--- src/rtl/rvc_pkg.sv ---
package rvc_pkg;

    localparam int ILEN  = 32;
    localparam int CLEN  = 16;
    localparam int RIDX  = 5;
    localparam int PADW  = ILEN - CLEN;

    typedef logic [6:0]      opc_t;
    typedef logic [2:0]      f3_t;
    typedef logic [RIDX-1:0] reg_t;
    typedef logic [ILEN-1:0] word_t;

    localparam opc_t OPC_LOAD   = 7'b0000011;
    localparam opc_t OPC_IMM    = 7'b0010011;
    localparam opc_t OPC_STORE  = 7'b0100011;
    localparam opc_t OPC_REG    = 7'b0110011;
    localparam opc_t OPC_LUI    = 7'b0110111;
    localparam opc_t OPC_BRANCH = 7'b1100011;
    localparam opc_t OPC_JALR   = 7'b1100111;
    localparam opc_t OPC_JAL    = 7'b1101111;
    localparam opc_t OPC_SYS    = 7'b1110011;

    localparam f3_t F3_ADD  = 3'b000;
    localparam f3_t F3_SLL  = 3'b001;
    localparam f3_t F3_WORD = 3'b010;
    localparam f3_t F3_XOR  = 3'b100;
    localparam f3_t F3_SR   = 3'b101;
    localparam f3_t F3_OR   = 3'b110;
    localparam f3_t F3_AND  = 3'b111;
    localparam f3_t F3_BEQ  = 3'b000;
    localparam f3_t F3_BNE  = 3'b001;

    localparam reg_t REG_ZERO = 5'd0;
    localparam reg_t REG_LINK = 5'd1;
    localparam reg_t REG_SP   = 5'd2;

    localparam word_t WORD_BREAK = 32'h0010_0073;

    // widen a 3-bit register field into the x8..x15 window
    function automatic reg_t widen_reg(input logic [2:0] f);
        return {2'b01, f};
    endfunction

    function automatic word_t build_i(input logic [11:0] imm, input reg_t rs1,
                                      input f3_t f3, input reg_t rd, input opc_t op);
        return {imm, rs1, f3, rd, op};
    endfunction

    function automatic word_t build_s(input logic [11:0] imm, input reg_t rs2,
                                      input reg_t rs1, input f3_t f3);
        return {imm[11:5], rs2, rs1, f3, imm[4:0], OPC_STORE};
    endfunction

    function automatic word_t build_r(input logic [6:0] f7, input reg_t rs2,
                                      input reg_t rs1, input f3_t f3, input reg_t rd);
        return {f7, rs2, rs1, f3, rd, OPC_REG};
    endfunction

    function automatic word_t build_b(input logic [12:0] imm, input reg_t rs1, input f3_t f3);
        return {imm[12], imm[10:5], REG_ZERO, rs1, f3, imm[4:1], imm[11], OPC_BRANCH};
    endfunction

    function automatic word_t build_j(input logic [20:0] imm, input reg_t rd);
        return {imm[20], imm[10:1], imm[11], imm[19:12], rd, OPC_JAL};
    endfunction

    function automatic word_t build_u(input logic [19:0] imm, input reg_t rd);
        return {imm, rd, OPC_LUI};
    endfunction

endpackage

--- src/rtl/rvc_q0_dec.sv ---
module rvc_q0_dec
    import rvc_pkg::*;
(
    input  logic [15:2] c,
    output word_t       word_o,
    output logic        bad_o
);

    logic [9:0]  spn_imm;
    logic [6:0]  mem_imm;
    reg_t        rp_hi;
    reg_t        rp_lo;

    always_comb begin
        spn_imm = {c[10:7], c[12:11], c[5], c[6], 2'b00};
        mem_imm = {c[5], c[12:10], c[6], 2'b00};
        rp_hi   = widen_reg(c[9:7]);
        rp_lo   = widen_reg(c[4:2]);
    end

    always_comb begin
        word_o = '0;
        bad_o  = 1'b0;
        unique case (c[15:13])
            3'b000: begin
                word_o = build_i({2'b00, spn_imm}, REG_SP, F3_ADD, rp_lo, OPC_IMM);
                bad_o  = (spn_imm == '0);
            end
            3'b010: word_o = build_i({5'b0, mem_imm}, rp_hi, F3_WORD, rp_lo, OPC_LOAD);
            3'b110: word_o = build_s({5'b0, mem_imm}, rp_lo, rp_hi, F3_WORD);
            default: bad_o = 1'b1;
        endcase
    end

endmodule

--- src/rtl/rvc_q1_dec.sv ---
module rvc_q1_dec
    import rvc_pkg::*;
(
    input  logic [15:2] c,
    output word_t       word_o,
    output logic        bad_o
);

    logic [11:0] imm6;
    logic [11:0] imm_sp;
    logic [19:0] imm_up;
    logic [20:0] imm_jmp;
    logic [12:0] imm_br;
    logic        imm_zero;
    reg_t        rd;
    reg_t        rp_hi;
    reg_t        rp_lo;
    logic [6:0]  f7_alu;
    f3_t         f3_alu;

    always_comb begin
        rd       = c[11:7];
        rp_hi    = widen_reg(c[9:7]);
        rp_lo    = widen_reg(c[4:2]);
        imm_zero = ({c[12], c[6:2]} == 6'd0);
        imm6     = {{6{c[12]}}, c[12], c[6:2]};
        imm_sp   = {{3{c[12]}}, c[4:3], c[5], c[2], c[6], 4'b0000};
        imm_up   = {{14{c[12]}}, c[12], c[6:2]};
        imm_jmp  = {{10{c[12]}}, c[8], c[10:9], c[6], c[7], c[2], c[11], c[5:3], 1'b0};
        imm_br   = {{5{c[12]}}, c[6:5], c[2], c[11:10], c[4:3], 1'b0};
    end

    // register-register selector for bits 6:5
    always_comb begin
        f7_alu = 7'b0000000;
        unique case (c[6:5])
            2'b00: begin f3_alu = F3_ADD; f7_alu = 7'b0100000; end
            2'b01: f3_alu = F3_XOR;
            2'b10: f3_alu = F3_OR;
            default: f3_alu = F3_AND;
        endcase
    end

    always_comb begin
        word_o = '0;
        bad_o  = 1'b0;
        unique case (c[15:13])
            3'b000: word_o = build_i(imm6, rd, F3_ADD, rd, OPC_IMM);
            3'b001: word_o = build_j(imm_jmp, REG_LINK);
            3'b010: begin
                word_o = build_i(imm6, REG_ZERO, F3_ADD, rd, OPC_IMM);
                bad_o  = (rd == REG_ZERO);
            end
            3'b011: begin
                if (rd == REG_SP) begin
                    word_o = build_i(imm_sp, REG_SP, F3_ADD, REG_SP, OPC_IMM);
                    bad_o  = imm_zero;
                end else begin
                    word_o = build_u(imm_up, rd);
                    bad_o  = imm_zero || (rd == REG_ZERO);
                end
            end
            3'b100: begin
                unique case (c[11:10])
                    2'b00: begin
                        word_o = build_i({7'b0000000, c[6:2]}, rp_hi, F3_SR, rp_hi, OPC_IMM);
                        bad_o  = c[12];
                    end
                    2'b01: begin
                        word_o = build_i({7'b0100000, c[6:2]}, rp_hi, F3_SR, rp_hi, OPC_IMM);
                        bad_o  = c[12];
                    end
                    2'b10: word_o = build_i(imm6, rp_hi, F3_AND, rp_hi, OPC_IMM);
                    default: begin
                        word_o = build_r(f7_alu, rp_lo, rp_hi, f3_alu, rp_hi);
                        bad_o  = c[12];
                    end
                endcase
            end
            3'b101: word_o = build_j(imm_jmp, REG_ZERO);
            3'b110: word_o = build_b(imm_br, rp_hi, F3_BEQ);
            default: word_o = build_b(imm_br, rp_hi, F3_BNE);
        endcase
    end

endmodule

--- src/rtl/rvc_q2_dec.sv ---
module rvc_q2_dec
    import rvc_pkg::*;
(
    input  logic [15:2] c,
    output word_t       word_o,
    output logic        bad_o
);

    reg_t        rd;
    reg_t        rs2;
    logic [7:0]  ld_imm;
    logic [7:0]  st_imm;

    always_comb begin
        rd     = c[11:7];
        rs2    = c[6:2];
        ld_imm = {c[3:2], c[12], c[6:4], 2'b00};
        st_imm = {c[8:7], c[12:9], 2'b00};
    end

    always_comb begin
        word_o = '0;
        bad_o  = 1'b0;
        unique case (c[15:13])
            3'b000: begin
                word_o = build_i({7'b0000000, c[6:2]}, rd, F3_SLL, rd, OPC_IMM);
                bad_o  = c[12] || (rd == REG_ZERO);
            end
            3'b010: word_o = build_i({4'b0, ld_imm}, REG_SP, F3_WORD, rd, OPC_LOAD);
            3'b100: begin
                // overlap order: register jump before move, break before link-jump before add
                if (!c[12]) begin
                    if (rs2 == REG_ZERO)
                        word_o = build_i(12'd0, rd, F3_ADD, REG_ZERO, OPC_JALR);
                    else
                        word_o = build_r(7'd0, rs2, REG_ZERO, F3_ADD, rd);
                end else begin
                    if (rs2 == REG_ZERO && rd == REG_ZERO)
                        word_o = WORD_BREAK;
                    else if (rs2 == REG_ZERO)
                        word_o = build_i(12'd0, rd, F3_ADD, REG_LINK, OPC_JALR);
                    else
                        word_o = build_r(7'd0, rs2, rd, F3_ADD, rd);
                end
            end
            3'b110: word_o = build_s({4'b0, st_imm}, rs2, REG_SP, F3_WORD);
            default: bad_o = 1'b1;
        endcase
    end

endmodule

--- src/rtl/rvc_expander.sv ---
module rvc_expander
    import rvc_pkg::*;
(
    input  logic [31:0] fetch_i,
    output logic [31:0] instr_o,
    output logic        illegal_o
);

    localparam int NQ = 3;

    word_t q_word [NQ];
    logic  q_bad  [NQ];

    rvc_q0_dec u_q0 (.c(fetch_i[15:2]), .word_o(q_word[0]), .bad_o(q_bad[0]));
    rvc_q1_dec u_q1 (.c(fetch_i[15:2]), .word_o(q_word[1]), .bad_o(q_bad[1]));
    rvc_q2_dec u_q2 (.c(fetch_i[15:2]), .word_o(q_word[2]), .bad_o(q_bad[2]));

    word_t sel_word;
    logic  sel_bad;

    always_comb begin
        unique case (fetch_i[1:0])
            2'b00: begin sel_word = q_word[0]; sel_bad = q_bad[0]; end
            2'b01: begin sel_word = q_word[1]; sel_bad = q_bad[1]; end
            2'b10: begin sel_word = q_word[2]; sel_bad = q_bad[2]; end
            default: begin sel_word = fetch_i; sel_bad = 1'b0; end
        endcase
    end

    always_comb begin
        illegal_o = sel_bad;
        instr_o   = sel_bad ? {{PADW{1'b0}}, fetch_i[CLEN-1:0]} : sel_word;
    end

endmodule

--- config.mk ---
export PLATFORM = sky130hd
export DESIGN_NAME = rvc_expander
export DESIGN_NICKNAME = d
export VERILOG_FILES = /design/src/rtl/rvc_pkg.sv /design/src/rtl/rvc_q0_dec.sv /design/src/rtl/rvc_q1_dec.sv /design/src/rtl/rvc_q2_dec.sv /design/src/rtl/rvc_expander.sv
export SDC_FILE = /design/constraint.sdc
export NUM_CORES = 1
export LEC_CHECK = 0
export ABC_AREA = 1
export BUFFER_PORTS_ARGS = -buffer_cell sky130_fd_sc_hd__buf_2
export CORE_ASPECT_RATIO = 1.4
export CORE_MARGIN = 2
export CORE_UTILIZATION = 49
export DETAILED_ROUTE_END_ITERATION = 8
export PLACE_DENSITY = 0.81
export RECOVER_POWER = 100
export SYNTH_ARGS = -nofsm -noshare
export SYNTH_HDL_FRONTEND = slang
export SYNTH_SLANG_ARGS = --single-unit
--- constraint.sdc ---
create_clock -name vclk -period 1.89
set_clock_uncertainty 0.1 [all_clocks]
set_input_delay 0.378 -clock vclk [all_inputs]
set_output_delay 0.378 -clock vclk [all_outputs]
set_load 0.02 [all_outputs]
==> results.yml, run 1 <==
die:
  ios: 65
  die_w_um: 58.09
  rows: 27
  fp.dieH_um: 79.73
  start_util_pct: 51.21
outcome:
  failing_step: "4_1_cts"
  firstError: "[ERROR DPL-0038] Utilization greater than 100%, impossible to legalize"
  run_status: "stopped before the end"
clock_network:
  post_cts_buffers: 18
  cts_hold_buf: 0
  ctsResizeCount: 175
place:
  dp_hpwl_um: 8794
  detailed_place.area_mm2: 0.003351
  dp_slack_ns: -0.4432
  gp_congestion: 1.253
  io_buffers: 65
synthesis:
  yosysSeqAreaShare_pct: 0
  postSynthCellCount: 427
  avgSynthCellArea_um2: 4.700
  yosys-top-cells-area: "nand2_1 27%, nand3_1 11%, nor2_1 9.0%"
  synth_area_mm2: 0.002007
  synth_top_area_share_pct: 26.93
  synth_nets: 459
  yosys_warnings: 0
  yosysTopAreaCell: "nand2_1"
  yosys.cell_types.count: 30
[synth_stat cells]
cell	number
nand2_4	2
nand2_1	144
o22ai_1	5
nor3_1	2
a21oi_1	24
buf_4	3
clkbuf_1	10
nand2_2	3
nor2_8	1
nand3_1	46
o311ai_0	1
inv_1	36
nand4_1	10
nor2_4	4
nand3b_1	1
nor2_1	48
a21oi_2	1
nor2_2	4
buf_2	5
inv_2	10
o2111ai_1	1
nand3_2	3
o211ai_1	12
a31oi_1	3
o21ai_1	7
o21ai_0	34
o221ai_1	1
o21ai_2	3
buf_6	2
a22oi_1	1
[through the flow]
| stage | hold WS (ns) | std cells | TNS (ns) |
|---|---|---|---|
| 3_5_place_dp | 1.035 | 620 | -11.45 |
| 3_3_place_gp | 1.011 | 620 | -9.746 |
| 2_1_floorplan | 0.7793 | 427 | -2.987 |
[kinds of logic after synthesis]
family | count (synthesis) | share of synthesized area (%)
and+or+nand+nor | 268 | 59.41
buffers and inverters | 66 | 13.97
AOI/OAI and AO/OA | 93 | 26.62
==> run 2: changes to the inputs <==
CORE_ASPECT_RATIO = not set   (was 1.4)
CORE_UTILIZATION = 35   (was 49)
PLACE_DENSITY = not set   (was 0.81)
PLACE_DENSITY_LB_ADDON = 0.15   (was not set)
clock period = 2.5 ns   (was 1.89 ns; I/O delays follow)
==> run 2 against run 1 <==
The flow now finishes without violations. Area after synthesis did not move. Synthesized cell count is the same.
==> results.yml, run 2 <==
synthesis:
  yosysSeqAreaShare_pct: 0
  yosysTopAreaCell: "nand2_1"
  yosys-top-cells-area: "nand2_1 27%, nand3_1 11%, nor2_1 9.0%"
  avgSynthCellArea_um2: 4.700
  yosys-top-cells-count: "144 x nand2_1, 48 x nor2_1, 46 x nand3_1"
  yosys.cell_types.count: 30
  synth.most_common_cell: "nand2_1"
  synth_nets: 459
  synth_top_area_share_pct: 26.93
  postSynthCellCount: 427
  synth_area_mm2: 0.002007
  yosys_warnings: 0
layout:
  layout_commonest_cell: "nand2_1"
  seqCellArea_um2: 0
  final_cell_mix: "132 x nand2_1, 109 x buf_4, 43 x nand3_1"
  drive_above_1_share_pct: 40.55
  clock_buffers: 0
  fin_util_pct: 63.94
  seq_cell_count: 0
  final_area_mm2: 0.003521
  syn_to_final_growth_pct: 75.44
  num-nets-final: 616
  diodes: 0
drt:
  routed_via_density: 5.855
  drt_pass1_iterations: 5
  final_antenna_net_count: 0
  drt-total-wl_um: 12230
  drt-initial-drc-count: 551
  avgRoutedWirePerCell_um: 18.70
  dr_total_vias: 3829
  drt_drc_violations_left: 0
timing:
  slew_violations: 0
  tightestPinTransition_ns: 0.4807
  finalSetupViolCount: 0
  fin_crit_sh_pct: 98.97
  rsz0062_at_grt: "yes"
  fmax_mhz: 404.2
  hold_viol_final: 0
  slew_headroom_pct: 67.55
  finalCriticalPeriod_ns: 2.474
worst_setup_path:
  crit_path_cell_trace: "buf_12, buf_6, nor2_4, nand2_4, nor2_4, nand2_1, nand3_2, nand2_4, nand2_8, buf_12, nor2_4, nand2_1, nand2_1, buf_6"
  crit_type: "primary input to output pin"
  cp_top_family: "simple AND/OR/NAND/NOR gates"
  path_buf_inv: 4
  crit_path_max_incr_delay_ns: 0.14
  end_kind: "output pin"
  cp_data_arrival_time_ns: 1.87
  cpMaxStageDelayCell: "buf_12"
  crit_fanout: 9
  required_ns: 1.90
  cp-start-kind: "primary input"
grt:
  grt_remaining_overflow: 0
  antenna_found_initial: 0
  grtUsageTotal_pct: 36.55
  grt_max_degree: 14
  grt_pass1_vias: 3403
  grt_pass1_wl_um: 17630
clock_network:
  cts_hold_buf: 0
die:
  rows: 27
  ios: 65
  dieArea_mm2: 0.006356
  fp.dieH_um: 79.73
  placeableCoreArea_mm2: 0.005507
  start_util_pct: 36.45
  die_w_um: 79.73
flow_run:
  max_cap_violations: 0
place:
  detailed_place.area_mm2: 0.003120
  gp_congestion: 1.036
  io_buffers: 65
  dp_hpwl_um: 9372
min_path:
  holdPathEnd: "instr_o[28]"
  worstHoldPathCells: 4
  hold_class: "primary input to output pin"
  min_from: "fetch_i[28]"
power_and_ir_drop:
  peakVddDrop_mv: 0.1141
  p_leak_nw: 1.895
  p_per_area_mw_per_mm2: 212.7
outcome:
  run_status: "complete, no violations"
run 2: cell type report:
type                            instances  area, um2
Inverter                               46      190.2
Tap cell                               72      90.09
Timing Repair Buffer                  175       1326
Multi-Input combinational cell        361       1914
Fill cell                             543       1986
run 2: through the flow:
step,setup TNS (ns),setup WS [ns],power (mW),hold slack [ns],std cells
global route,-0.2134,-0.03293,0.7914,1.265,654
CTS,-0.001884,-0.001884,0.6474,1.242,648
finish,0,0.02585,0.7490,1.225,654
detailed placement,-1.360,-0.1519,0.6349,1.242,648
floorplan,-0.002904,-0.0009679,0.3433,1.069,427
global placement,-1.330,-0.1238,0.6349,1.234,648
run 2: what timing repair did:
item	4_1_cts	5_1_grt
pin swaps	1	24
endpoints found under the setup margin	24	31
cloned	0	2
setup buffers	0	4
resized for setup	18	88
run 2: worst max-delay path by stage:
stage	startpoint	endpoint	slack, ns	cells after the start
floorplan	fetch_i[13]	instr_o[19]	-0.001	9
global placement	fetch_i[14]	instr_o[8]	-0.12	12
detailed placement	fetch_i[14]	instr_o[8]	-0.15	12
CTS	fetch_i[10]	instr_o[4]	-0.002	14
global route	fetch_i[13]	instr_o[17]	-0.03	12
finish	fetch_i[14]	instr_o[4]	0.03	14
run 2: per-layer routing:
layer,global-route usage (%),vias to the layer above,share of wire [%]
met5,0,-,0
met4,16.55,0,6.4
met3,4.186,81,12
met2,61.34,309,45
met1,46.49,1709,37
li1,-,1730,-
run 2: cells by family after synthesis:
group | Yosys count | share of synthesized area (%)
simple gates | 268 | 59.41
compound gates | 93 | 26.62
buf+inv | 66 | 13.97
run 2: power by group:
group,switching (mW),internal (mW)
logic,0.443,0.306
clock network,0,0
registers,0,0
run 2: tightest hold or removal path, delay by kind of cell:
family,cells,cell delay [ns]
AND/OR/NAND/NOR,2,0.11
buffers and inverters,2,0.21
Power figures use the tool's default switching activity.
==> run 3: changes to the inputs <==
SETUP_SLACK_MARGIN = 0.3   (was not set)
SKIP_LAST_GASP = 1   (was not set)
==> run 3 against run 2 <==
Die area did not move. First-iteration DRC count fell by 7.3%. Highest routed layer unchanged. Combinational power rose by 25%. Critical endpoint is now instr_o[7]. Final cell count rose by 3.5%. Worst hold slack improved by 0.010 ns. Sequential share of layout area did not move. Wire length rose by 10%. Via count rose by 4.3%.
==> results.yml, run 3 (synthesis results as in run 2) <==
outcome:
  run_status: "complete, no violations"
layout:
  drive_above_1_share_pct: 55.21
  diodes: 0
  final_cell_mix: "115 x buf_4, 98 x nand2_1, 50 x buf_6"
  fill_cells: 412
  seq_cell_count: 0
  num-nets-final: 639
  clock_buffers: 0
  final_area_mm2: 0.004308
  syn_to_final_growth_pct: 114.7
  fin_cells: 677
  seqCellArea_um2: 0
  layout_commonest_cell: "buf_4"
drt:
  drt-total-wl_um: 13450
  routed_via_density: 5.900
  highest_layer: "met4"
  final_antenna_net_count: 0
  drt_pass1_iterations: 5
  avgRoutedWirePerCell_um: 19.86
  wl_met3_um: 1555
  wl_met1_um: 5003
  drt-initial-drc-count: 511
  dr_total_vias: 3994
  wl_met2_um: 5910
  drt_drc_violations_left: 0
worst_setup_path:
  cp-start-kind: "primary input"
  crit_path_max_incr_delay_ns: 0.20
  crit_fanout: 5
  cpMaxStageDelayCell: "nor2_2"
  end_kind: "output pin"
  crit_type: "primary input to output pin"
  required_ns: 1.90
  cp_common_cell: "nand2_2"
  crit_path_cell_trace: "buf_12, buf_8, nand2_8, nand2_2, nand2_2, nand2_4, nor2_8, nand2_8, nor2_2, nand2_1, nand2_2, buf_4"
  cp_data_arrival_time_ns: 1.86
min_path:
  hold_class: "primary input to output pin"
  worstHoldPathCells: 4
place:
  dp_hpwl_um: 9684
  io_buffers: 65
  dp_slack_ns: -0.06246
  dpl.cell_count: 653
  gp_congestion: 1.094
  detailed_place.area_mm2: 0.003397
timing:
  slew_headroom_pct: 75.43
  setup_ws_ns: 0.03755
  fin_crit_sh_pct: 98.50
  rsz0062_at_grt: "yes"
  hold_viol_final: 0
  fmax_mhz: 406.1
  finalCriticalPeriod_ns: 2.462
  slew_violations: 0
  tightestPinTransition_ns: 0.3646
  finalSetupViolCount: 0
die:
  rows: 27
  start_util_pct: 36.45
  die_w_um: 79.73
  placeableCoreArea_mm2: 0.005507
  fp.dieH_um: 79.73
  ios: 65
  dieArea_mm2: 0.006356
grt:
  antenna_found_initial: 0
  grt_pass1_wl_um: 19670
  grtUsageTotal_pct: 40.41
  grt_remaining_overflow: 0
  grt_pass1_vias: 3657
  grt_max_degree: 22
clock_network:
  cts_hold_buf: 0
flow_run:
  max_cap_violations: 0
power_and_ir_drop:
  p_per_area_mw_per_mm2: 217.3
  p_leak_nw: 2.176
  power.total_mw: 0.9360
  peakVddDrop_mv: 0.1404
## run 3: cell count changes in the layout (fill, tap and decap cells not counted), moves of 11 or more
cell     before  now
buf_2        35   20
nor2_2        2   17
nor2_1       38   27
buf_6        13   50
nand2_1     132   98
nand2_2      12   36
## run 3: cell type report
cell class / instances / area [um2] / area share, %
repair buffers: 198 / 1742 / 40.43
multi-input cells: 361 / 2271 / 52.72
well taps: 72 / 90.09 / 2.091
inverters: 46 / 205.2 / 4.763
## run 3: timing repair
item	in CTS	in global routing
setup buffers	13	10
endpoints found under the setup margin	33	33
cloned	1	0
resized for setup	168	57
pin swaps	37	31
## run 3: routing by layer
metal  vias up  GRT usage (%)
li1       1793              -
met2       341          64.87
met4         0          24.31
met3        89          6.222
met1      1771          50.47
met5         -              0
## run 3: path summary, 6_finish.rpt
path / from / endpoint
max: fetch_i[15] / instr_o[7]
min: fetch_i[30] / instr_o[30]
## run 3: critical path, delay by kind of cell
kind                   cells  cell delay [ns]
AND/OR/NAND/NOR            9             0.99
buffers and inverters      3             0.38
## run 3: power breakdown
part           total (mW)  switching [mW]  leakage [nW]  internal, mW
sequential              0               0             0             0
combinational       0.936           0.525          2.18         0.411
clock                   0               0             0             0
## run 3: metrics by stage
| stage | TNS [ns] | utilization, % | hold slack (ns) |
|---|---|---|---|
| finish | 0 | 78.23 | 1.235 |
| global route | 0 | 78.23 | 1.241 |
| CTS | 0 | 73.62 | 1.234 |
| detailed placement | -0.6250 | 61.69 | 1.271 |
| global placement | -0.4199 | 61.69 | 1.249 |
| floorplan | 0 | - | 1.023 |
==> run 4: changes to the inputs <==
clock period = 2.1 ns   (was 2.5 ns; I/O delays follow)
==> run 4 against run 3 <==
Global-route usage up 1.6 points. Power up 23%. The run now ends with negative setup slack left. Highest routed layer unchanged. Critical path type unchanged. Largest power group unchanged. Final area up 2.2%. Critical path depth down 2. Sequential share of layout area unchanged. Largest cell class unchanged.
==> results.yml, run 4 (synthesis results as in run 2) <==
grt:
  grt_max_degree: 22
  antenna_found_initial: 0
  grt_pass1_wl_um: 20380
  grt_remaining_overflow: 0
  grtUsageTotal_pct: 42.04
  grt_pass1_vias: 3915
power_and_ir_drop:
  p_per_area_mw_per_mm2: 261.7
  peakVddDrop_mv: 0.1929
  p_leak_nw: 2.199
  power.total_mw: 1.153
min_path:
  hold_class: "primary input to output pin"
  worstHoldPathCells: 4
  min_from: "fetch_i[30]"
  holdPathEnd: "instr_o[30]"
drt:
  drt-total-wl_um: 13630
  drt_drc_violations_left: 0
  dr_total_vias: 4028
  drt_pass1_iterations: 5
  drt-initial-drc-count: 548
  final_antenna_net_count: 0
  avgRoutedWirePerCell_um: 20.16
  routed_via_density: 5.959
worst_setup_path:
  path_buf_inv: 4
  crit_type: "primary input to output pin"
  required_ns: 1.58
  cp_common_cell: "buf_6"
  end_kind: "output pin"
  crit_path_cell_trace: "buf_6, nor2_4, buf_6, nand3_4, buf_6, o211ai_1, nand3_1, a21oi_2, nor2_2, buf_6"
  cp_data_arrival_time_ns: 1.79
  cp-start-kind: "primary input"
  crit_fanout: 8
  cpMaxStageDelayCell: "o211ai_1"
  cp_top_family: "buffers and inverters"
  crit_path_max_incr_delay_ns: 0.21
layout:
  seq_cell_count: 0
  drive_above_1_share_pct: 57.45
  syn_to_final_growth_pct: 119.5
  final_cell_mix: "112 x buf_4, 93 x nand2_1, 52 x buf_6"
  num-nets-final: 638
  layout_commonest_cell: "buf_4"
  clock_buffers: 0
  fin_cells: 676
  seqCellArea_um2: 0
  diodes: 0
outcome:
  run_status: "finished with violations"
  violations: "negative setup slack"
die:
  start_util_pct: 36.45
  fp.dieH_um: 79.73
  placeableCoreArea_mm2: 0.005507
  rows: 27
  ios: 65
  die_w_um: 79.73
  dieArea_mm2: 0.006356
timing:
  slew_violations: 0
  setup_total_negative_slack_ns: -4.719
  finalSetupViolCount: 32
  finalCriticalPeriod_ns: 2.308
  rsz0062_at_grt: "yes"
  fmax_mhz: 433.2
  setup_ws_ns: -0.2083
  hold_viol_final: 0
  fin_crit_sh_pct: 109.9
  tightestPinTransition_ns: 0.4025
  slew_headroom_pct: 73.17
clock_network:
  cts_hold_buf: 0
place:
  dpl.cell_count: 663
  io_buffers: 65
  gp_congestion: 1.080
  dp_hpwl_um: 9973
flow_run:
  max_cap_violations: 0
[run 4: how the worst max path moves through the flow]
stage / to / cells past startpoint / from
after global routing: instr_o[26] / 10 / fetch_i[11]
after detailed placement: instr_o[2] / 11 / fetch_i[14]
after CTS: instr_o[12] / 13 / fetch_i[1]
after floorplan: instr_o[10] / 12 / fetch_i[13]
after global placement: instr_o[2] / 11 / fetch_i[14]
final: instr_o[26] / 10 / fetch_i[11]
[run 4: where the power goes]
part | total (mW) | internal [mW] | switching, mW | leakage, nW
sequential | 0 | 0 | 0 | 0
combinational | 1.15 | 0.506 | 0.647 | 2.20
clock | 0 | 0 | 0 | 0
[run 4: stage by stage]
step	hold WS [ns]	utilization (%)	worst slack, ns	cell area (um2)
after global routing	1.070	79.98	-0.2534	4404
after global placement	1.093	63.24	-0.3717	3482
after CTS	1.058	73.53	-0.1655	4049
after floorplan	0.8633	-	-0.02581	2303
final	1.059	79.98	-0.2083	4404
after detailed placement	1.095	63.24	-0.3807	3482
[run 4: cell type report]
type,count,area [um2]
Tap cell,72,90.09
Timing Repair Buffer,197,1724
Multi-Input combinational cell,361,2374
Fill cell,409,1102
Inverter,46,216.5
[run 4: layer usage]
layer  vias up  track usage (%)  routed length, um
li1       1795                -                  -
met1      1792            50.27               4876
met2       337            70.42               6103
met3       104            6.561               1508
met4         0            24.83               1139
met5         -                0                  0
[run 4: worst min-delay path: stages]
cell     delay [ns]
buf_2          0.07
nand2_1        0.07
o21ai_4        0.06
buf_6          0.11
[run 4: what timing repair did]
item | in CTS | in global routing
cloned | 1 | 0
pin swaps | 42 | 46
setup endpoints to repair | 33 | 33
gates resized for setup | 151 | 88
hold endpoints to repair | 0 | 0
buffers inserted | 7 | 5
